--- config.mk ---
export PLATFORM = sky130hd
export DESIGN_NAME = loop_sum_engine
export DESIGN_NICKNAME = d
export VERILOG_FILES = /design/src/rtl/loop_sum_pkg.sv /design/src/rtl/loop_sum_index_gen.sv /design/src/rtl/loop_sum_pred_fifo.sv /design/src/rtl/loop_sum_pipe.sv /design/src/rtl/loop_sum_engine.sv
export SDC_FILE = /design/constraint.sdc
export NUM_CORES = 1
export LEC_CHECK = 0
export BUFFER_PORTS_ARGS = -buffer_cell sky130_fd_sc_hd__buf_2
export CAP_MARGIN = 20
export CORE_MARGIN = 5
export CORE_UTILIZATION = 30
export DETAILED_ROUTE_END_ITERATION = 10
export GPL_TIMING_DRIVEN = 0
export PLACE_DENSITY = 0.54
export SYNTH_ARGS = -nofsm -noshare
export SYNTH_HDL_FRONTEND = slang
export SYNTH_SLANG_ARGS = --single-unit
--- constraint.sdc ---
create_clock -name clk -period 4 [get_ports clk]
set_input_delay 0.8 -clock clk [delete_from_list [all_inputs] [get_ports clk]]
set_output_delay 0.8 -clock clk [all_outputs]
set_load 0.005 [all_outputs]
--- src/rtl/loop_sum_pkg.sv ---
package loop_sum_pkg;
  localparam int WORD_W = 32;
  typedef logic [WORD_W-1:0] word_t;

  // Advance the induction variable by one step.
  function automatic word_t next_index(input word_t idx);
    return idx + word_t'(1);
  endfunction

  // Loop-control predicate: keep iterating while the index is below the trip count.
  function automatic logic keep_going(input word_t idx, input int unsigned trip);
    return (idx < word_t'(trip));
  endfunction

  // One accumulation step.
  function automatic word_t accumulate(input word_t sum, input word_t term);
    return sum + term;
  endfunction
endpackage

--- src/rtl/loop_sum_index_gen.sv ---
module loop_sum_index_gen
  import loop_sum_pkg::*;
#(
  parameter int unsigned TRIP = 100
) (
  input  logic  clk,
  input  logic  rst_n,
  input  logic  launch,
  input  logic  pred_room,
  input  logic  data_room,
  output logic  pred_push,
  output logic  pred_bit,
  output logic  data_push,
  output word_t data_val,
  output logic  emit,
  output word_t idx_now
);
  logic  active_q;
  word_t idx_q;

  assign idx_now   = idx_q;
  assign pred_bit  = keep_going(idx_q, TRIP);
  // A true predicate needs space in both the FIFO and the pipeline;
  // a false one only needs FIFO space.
  assign emit      = active_q && pred_room && (!pred_bit || data_room);
  assign pred_push = emit;
  assign data_push = emit && pred_bit;
  assign data_val  = idx_q;

  always_ff @(posedge clk or negedge rst_n) begin
    if (!rst_n) begin
      active_q <= 1'b0;
      idx_q    <= '0;
    end else if (launch) begin
      active_q <= 1'b1;
      idx_q    <= '0;
    end else if (emit) begin
      if (pred_bit) idx_q    <= next_index(idx_q);
      else          active_q <= 1'b0;
    end
  end
endmodule

--- src/rtl/loop_sum_pred_fifo.sv ---
module loop_sum_pred_fifo #(
  parameter int unsigned DEPTH = 4
) (
  input  logic clk,
  input  logic rst_n,
  input  logic push,
  input  logic din,
  input  logic pop,
  output logic dout,
  output logic full,
  output logic empty
);
  localparam int unsigned PTR_W = (DEPTH > 1) ? $clog2(DEPTH) : 1;
  localparam int unsigned CNT_W = $clog2(DEPTH + 1);
  localparam logic [PTR_W-1:0] LAST = PTR_W'(DEPTH - 1);

  logic [DEPTH-1:0] mem_q;
  logic [PTR_W-1:0] wr_q, rd_q;
  logic [CNT_W-1:0] cnt_q;

  assign full  = (cnt_q == CNT_W'(DEPTH));
  assign empty = (cnt_q == '0);
  assign dout  = mem_q[rd_q];

  function automatic logic [PTR_W-1:0] wrap_inc(input logic [PTR_W-1:0] p);
    return (p == LAST) ? '0 : p + PTR_W'(1);
  endfunction

  always_ff @(posedge clk or negedge rst_n) begin
    if (!rst_n) begin
      mem_q <= '0;
      wr_q  <= '0;
      rd_q  <= '0;
      cnt_q <= '0;
    end else begin
      if (push) begin
        mem_q[wr_q] <= din;
        wr_q        <= wrap_inc(wr_q);
      end
      if (pop) rd_q <= wrap_inc(rd_q);
      if (push && !pop)      cnt_q <= cnt_q + CNT_W'(1);
      else if (pop && !push) cnt_q <= cnt_q - CNT_W'(1);
    end
  end
endmodule

--- src/rtl/loop_sum_pipe.sv ---
module loop_sum_pipe
  import loop_sum_pkg::*;
#(
  parameter int unsigned STAGES = 8
) (
  input  logic  clk,
  input  logic  rst_n,
  input  logic  in_valid,
  output logic  in_ready,
  input  word_t in_data,
  output logic  out_valid,
  input  logic  out_ready,
  output word_t out_data
);
  logic  vld_q [STAGES];
  word_t dat_q [STAGES];
  logic  rdy   [STAGES+1];

  assign rdy[STAGES] = out_ready;
  assign in_ready    = rdy[0];
  assign out_valid   = vld_q[STAGES-1];
  assign out_data    = dat_q[STAGES-1];

  for (genvar s = 0; s < STAGES; s++) begin : g_stage
    logic  up_v;
    word_t up_d;
    // A stage can load when it is empty or its content moves on this cycle.
    assign rdy[s] = !vld_q[s] || rdy[s+1];
    if (s == 0) begin : g_head
      assign up_v = in_valid;
      assign up_d = in_data;
    end else begin : g_body
      assign up_v = vld_q[s-1];
      assign up_d = dat_q[s-1];
    end
    always_ff @(posedge clk or negedge rst_n) begin
      if (!rst_n) begin
        vld_q[s] <= 1'b0;
        dat_q[s] <= '0;
      end else if (rdy[s]) begin
        vld_q[s] <= up_v;
        if (up_v) dat_q[s] <= up_d;
      end
    end
  end
endmodule

--- src/rtl/loop_sum_engine.sv ---
module loop_sum_engine
  import loop_sum_pkg::*;
#(
  parameter int unsigned TRIP       = 100,
  parameter int unsigned STAGES     = 8,
  parameter int unsigned FIFO_DEPTH = 4
) (
  input  logic        clk,
  input  logic        rst_n,
  input  logic        start,
  output logic        busy,
  output logic        done,
  output logic [31:0] result
);
  logic  busy_q, done_q;
  word_t sum_q;

  logic  launch;
  logic  pred_push, pred_bit, pred_pop, pred_head, fifo_full, fifo_empty;
  logic  data_push, pipe_in_ready, pipe_out_valid, acc_take, acc_stop;
  word_t data_val, pipe_out_data, ind_idx;
  logic  ind_emit;

  assign launch = start && !busy_q;

  loop_sum_index_gen #(.TRIP(TRIP)) u_idx (
    .clk(clk), .rst_n(rst_n), .launch(launch),
    .pred_room(!fifo_full), .data_room(pipe_in_ready),
    .pred_push(pred_push), .pred_bit(pred_bit),
    .data_push(data_push), .data_val(data_val),
    .emit(ind_emit), .idx_now(ind_idx)
  );

  loop_sum_pred_fifo #(.DEPTH(FIFO_DEPTH)) u_fifo (
    .clk(clk), .rst_n(rst_n), .push(pred_push), .din(pred_bit),
    .pop(pred_pop), .dout(pred_head), .full(fifo_full), .empty(fifo_empty)
  );

  loop_sum_pipe #(.STAGES(STAGES)) u_pipe (
    .clk(clk), .rst_n(rst_n),
    .in_valid(data_push), .in_ready(pipe_in_ready), .in_data(data_val),
    .out_valid(pipe_out_valid), .out_ready(acc_take), .out_data(pipe_out_data)
  );

  // Accumulation loop: consume predicates in order.
  assign acc_take = busy_q && !fifo_empty && pred_head && pipe_out_valid;
  assign acc_stop = busy_q && !fifo_empty && !pred_head;
  assign pred_pop = acc_take || acc_stop;

  always_ff @(posedge clk or negedge rst_n) begin
    if (!rst_n) begin
      busy_q <= 1'b0;
      done_q <= 1'b0;
      sum_q  <= '0;
    end else if (launch) begin
      busy_q <= 1'b1;
      done_q <= 1'b0;
      sum_q  <= '0;
    end else if (acc_take) begin
      sum_q <= accumulate(sum_q, pipe_out_data);
    end else if (acc_stop) begin
      busy_q <= 1'b0;
      done_q <= 1'b1;
    end
  end

  assign busy   = busy_q;
  assign done   = done_q;
  assign result = sum_q;
endmodule

==> impl_metrics.tcl <==
set metrics [dict create \
    outcome "finished, final reports clean" \
    hold_buffers 0 \
    antenna_found_initial 0 \
    peakVddDrop_uv 316 \
    timing.rr.start "result[0]$_DFFE_PN0P_" \
    die_area_mm2 0.0521 \
    first_pass_iters 6 \
    grt_use_total_pct 10.7 \
    ff2ff_path_depth 10 \
    cts_root_buffer "clkbuf_16" \
    synthArstFlopShare_pct 100 \
    fill_cells 4640 \
    grt_overflow 0 \
    synth-compound-area-share_pct 5.91 \
    yosys.area.top_type "dfrtp_1" \
    tns_ns 0 \
    endpoint "result[30]$_DFFE_PN0P_" \
    synth_common_cells "dfrtp_1 (342), mux2_2 (224), nand2_1 (62)" \
    dieHeight_um 228 \
    worstMarginPinSlew_ns 0.851 \
    h-tree-depth 2 \
    synth_most_common_cell "dfrtp_1" \
    clock_sinks 342 \
    cts_buffers 37 \
    cts_resized 0 \
    ys_top_cells_by_area "dfrtp_1 (60%), mux2_2 (18%), ha_1 (3.3%), and2_1 (2.3%), nand2_1 (1.6%)" \
    drive_gt1_share_pct 30.0 \
    r2r_slack_ns 0.44 \
    rsz0062_at_grt "no" \
    drv_slew 0 \
    wl_per_cell_um 15.3 \
    vias 8216 \
    synth_top_family_by_area "multiplexers" \
    initial_core_util_pct 30.1 \
    die_w_um 228 \
    setup_viol 0 \
    cp.required_ns 4.38 \
    period_share_pct 89.0 \
    synth_top_area_share_pct 59.9 \
    fin_crit_ns 3.56 \
    syn_avg_cell_area_um2 13.3 \
    synthCells 1074 \
    leakagePower_nw 8.27 \
    dp.cells 1728 \
    clk_path_buf_depth 3 \
    routabilityCongestion 0.807 \
    antennaDiodeCount 0 \
    synthMuxAreaShare_pct 18.0 \
    critPathCaptureType "register" \
    hold_viol 0 \
    area_growth_syn_to_layout_pct 16.0 \
    grt_max_degree 109 \
    clock_latency_ns 0.53 \
    cts_setup_buffers 0 \
    multiInputGateArea_mm2 0.00545 \
    fp.coreArea_mm2 0.0474 \
    nNetsFinal 1195 \
    r2r-end "result[30]$_DFFE_PN0P_" \
    register_area_mm2 0.00856 \
    synth_edf_count 0 \
    fin_area_mm2 0.0166 \
    synth-seq-area-share_pct 59.9 \
    path_class "reg -> reg" \
    drt_iter0_drc 361 \
    synth_top_flop_cell "dfrtp_1" \
    final_cells 1793 \
    cp-start-kind "register" \
    grt_pass1_vias 8367 \
    vias_per_cell 4.58 \
    drc 0 \
    crit_path_max_fanout 5 \
    post-dp-hpwl_um 19500 \
    cts_tree "built" \
    io_pins 37 \
    port_buffers 36 \
    ant_nets 0 \
    synth_nets 1117 \
    synthAdderAreaFrac_pct 3.61 \
    synth-simple-area-share_pct 8.55 \
    synth_seq_cells 342 \
    max_freq_mhz 281 \
    rows 80 \
    synth_warnings 0 \
    cp_data_arrival_time_ns 3.94 \
    min_path_type "in -> async" \
    setup.worst_path.start "result[0]$_DFFE_PN0P_" \
    drv_cap 0 \
    synth_xor_area_share_pct 2.02 \
    synth.distinct_cells 61 \
    grt_pass1_wl_um 46600 \
    syn_area_mm2 0.0143 \
    power.density_mw_per_mm2 649 \
    clk_pin_slew_worst_paths_ns 0.06 \
    routed_wl_um 27500 \
    fin_skew_ns 0.0239 \
    placed_cell_area_mm2 0.0153 \
    slew_headroom_pct 42.6 \
]
cell type report:
type / instances / area share (%)
multi-input cells: 664 / 32.9
inverters: 20 / 0.453
repair buffers: 39 / 1.65
flip-flops and latches: 342 / 51.6
clock inverters: 16 / 1.13
plain buffers: 48 / 1.25
well taps: 615 / 4.64
clock buffers: 49 / 6.40
per-stage QoR:
step                hold WS [ns]  total power [mW]  setup WS (ns)  util (%)
floorplan                  0.440              6.49           1.06         -
global placement           0.461              7.44          -4.39      32.1
detailed placement         0.465              7.50          0.418      32.3
CTS                        0.141              11.0          0.420      34.9
global route               0.163              11.5          0.271      34.9
finish                     0.149              10.8          0.441      34.9
how the worst min path moves through the flow:
stage,depth (start not counted),to,from
after global placement,1,u_idx.data_val[18]$_DFFE_PN0P_,u_idx.data_val[18]$_DFFE_PN0P_
final,1,result[22]$_DFFE_PN0P_,rst_n
after CTS,1,result[22]$_DFFE_PN0P_,rst_n
after floorplan,2,u_pipe.g_stage[1].up_d[6]$_DFFE_PN0P_,u_pipe.g_stage[1].up_d[6]$_DFFE_PN0P_
after detailed placement,1,u_pipe.g_stage[1].up_d[9]$_DFFE_PN0P_,u_pipe.g_stage[1].up_d[9]$_DFFE_PN0P_
after global routing,1,result[22]$_DFFE_PN0P_,rst_n
cells by family (layout without fill, tap and decap cells):
kind of cell | Yosys count | count (layout)
AO/OA/AOI/OAI | 129 | 129
XOR/XNOR | 33 | 33
adder cells (fa/ha/maj) | 40 | 40
buffers and inverters | 68 | 172
flip-flops | 342 | 342
multiplexers | 228 | 228
AND/OR/NAND/NOR | 234 | 234
cells in the final DEF, fill, tap and decap left out, types with 9 or more instances in the layout:
master	synthesis	routed
a21o_1	10	10
a21oi_1	30	30
and2_1	53	53
buf_1	18	18
buf_2	8	43
clkbuf_1	18	21
clkbuf_16	0	37
clkbuf_8	0	9
dfrtp_1	342	342
ha_1	38	38
inv_1	20	20
mux2_2	224	224
nand2_1	62	62
nand2b_1	10	10
nand3_1	41	41
nor2_1	25	25
o21ai_0	39	39
xnor2_1	19	19
xor2_1	14	14
critical path: stages (launching register included):
cell and delay [ns]:
dfrtp_1 0.40, ha_1 0.24, fa_1 0.42, a21oi_1 0.20, o21ai_0 0.19, a221oi_1 0.71
o31ai_1 0.28, a221o_1 0.42, a221oi_1 0.31, xor2_1 0.18, o21ai_0 0.09
layer usage:
metal	up-vias	wire length (µm)	track usage, %
met4	0	623	3.25
li1	3961	-	-
met3	47	818	1.65
met1	4098	13600	15.3
met2	110	12500	16.8
met5	-	0	0
state kept, by name, summed over array words and instances, names as in the netlist:
register / count
u_pipe.g_stage.up_d: 224
result: 32
u_idx.data_val: 32
u_pipe.out_data: 32
u_pipe.g_stage.up_v: 7
u_fifo.mem_q: 4
u_fifo.cnt_q: 3
u_fifo.rd_q: 2
u_fifo.wr_q: 2
busy: 1
done: 1
u_idx.active_q: 1
u_pipe.out_valid: 1
power by group:
part	internal (mW)	switching (mW)
registers	3.77	0.212
logic	1.37	2.00
clock network	2.07	1.36
total	7.20	3.57
(Power assumes the default switching activity.)
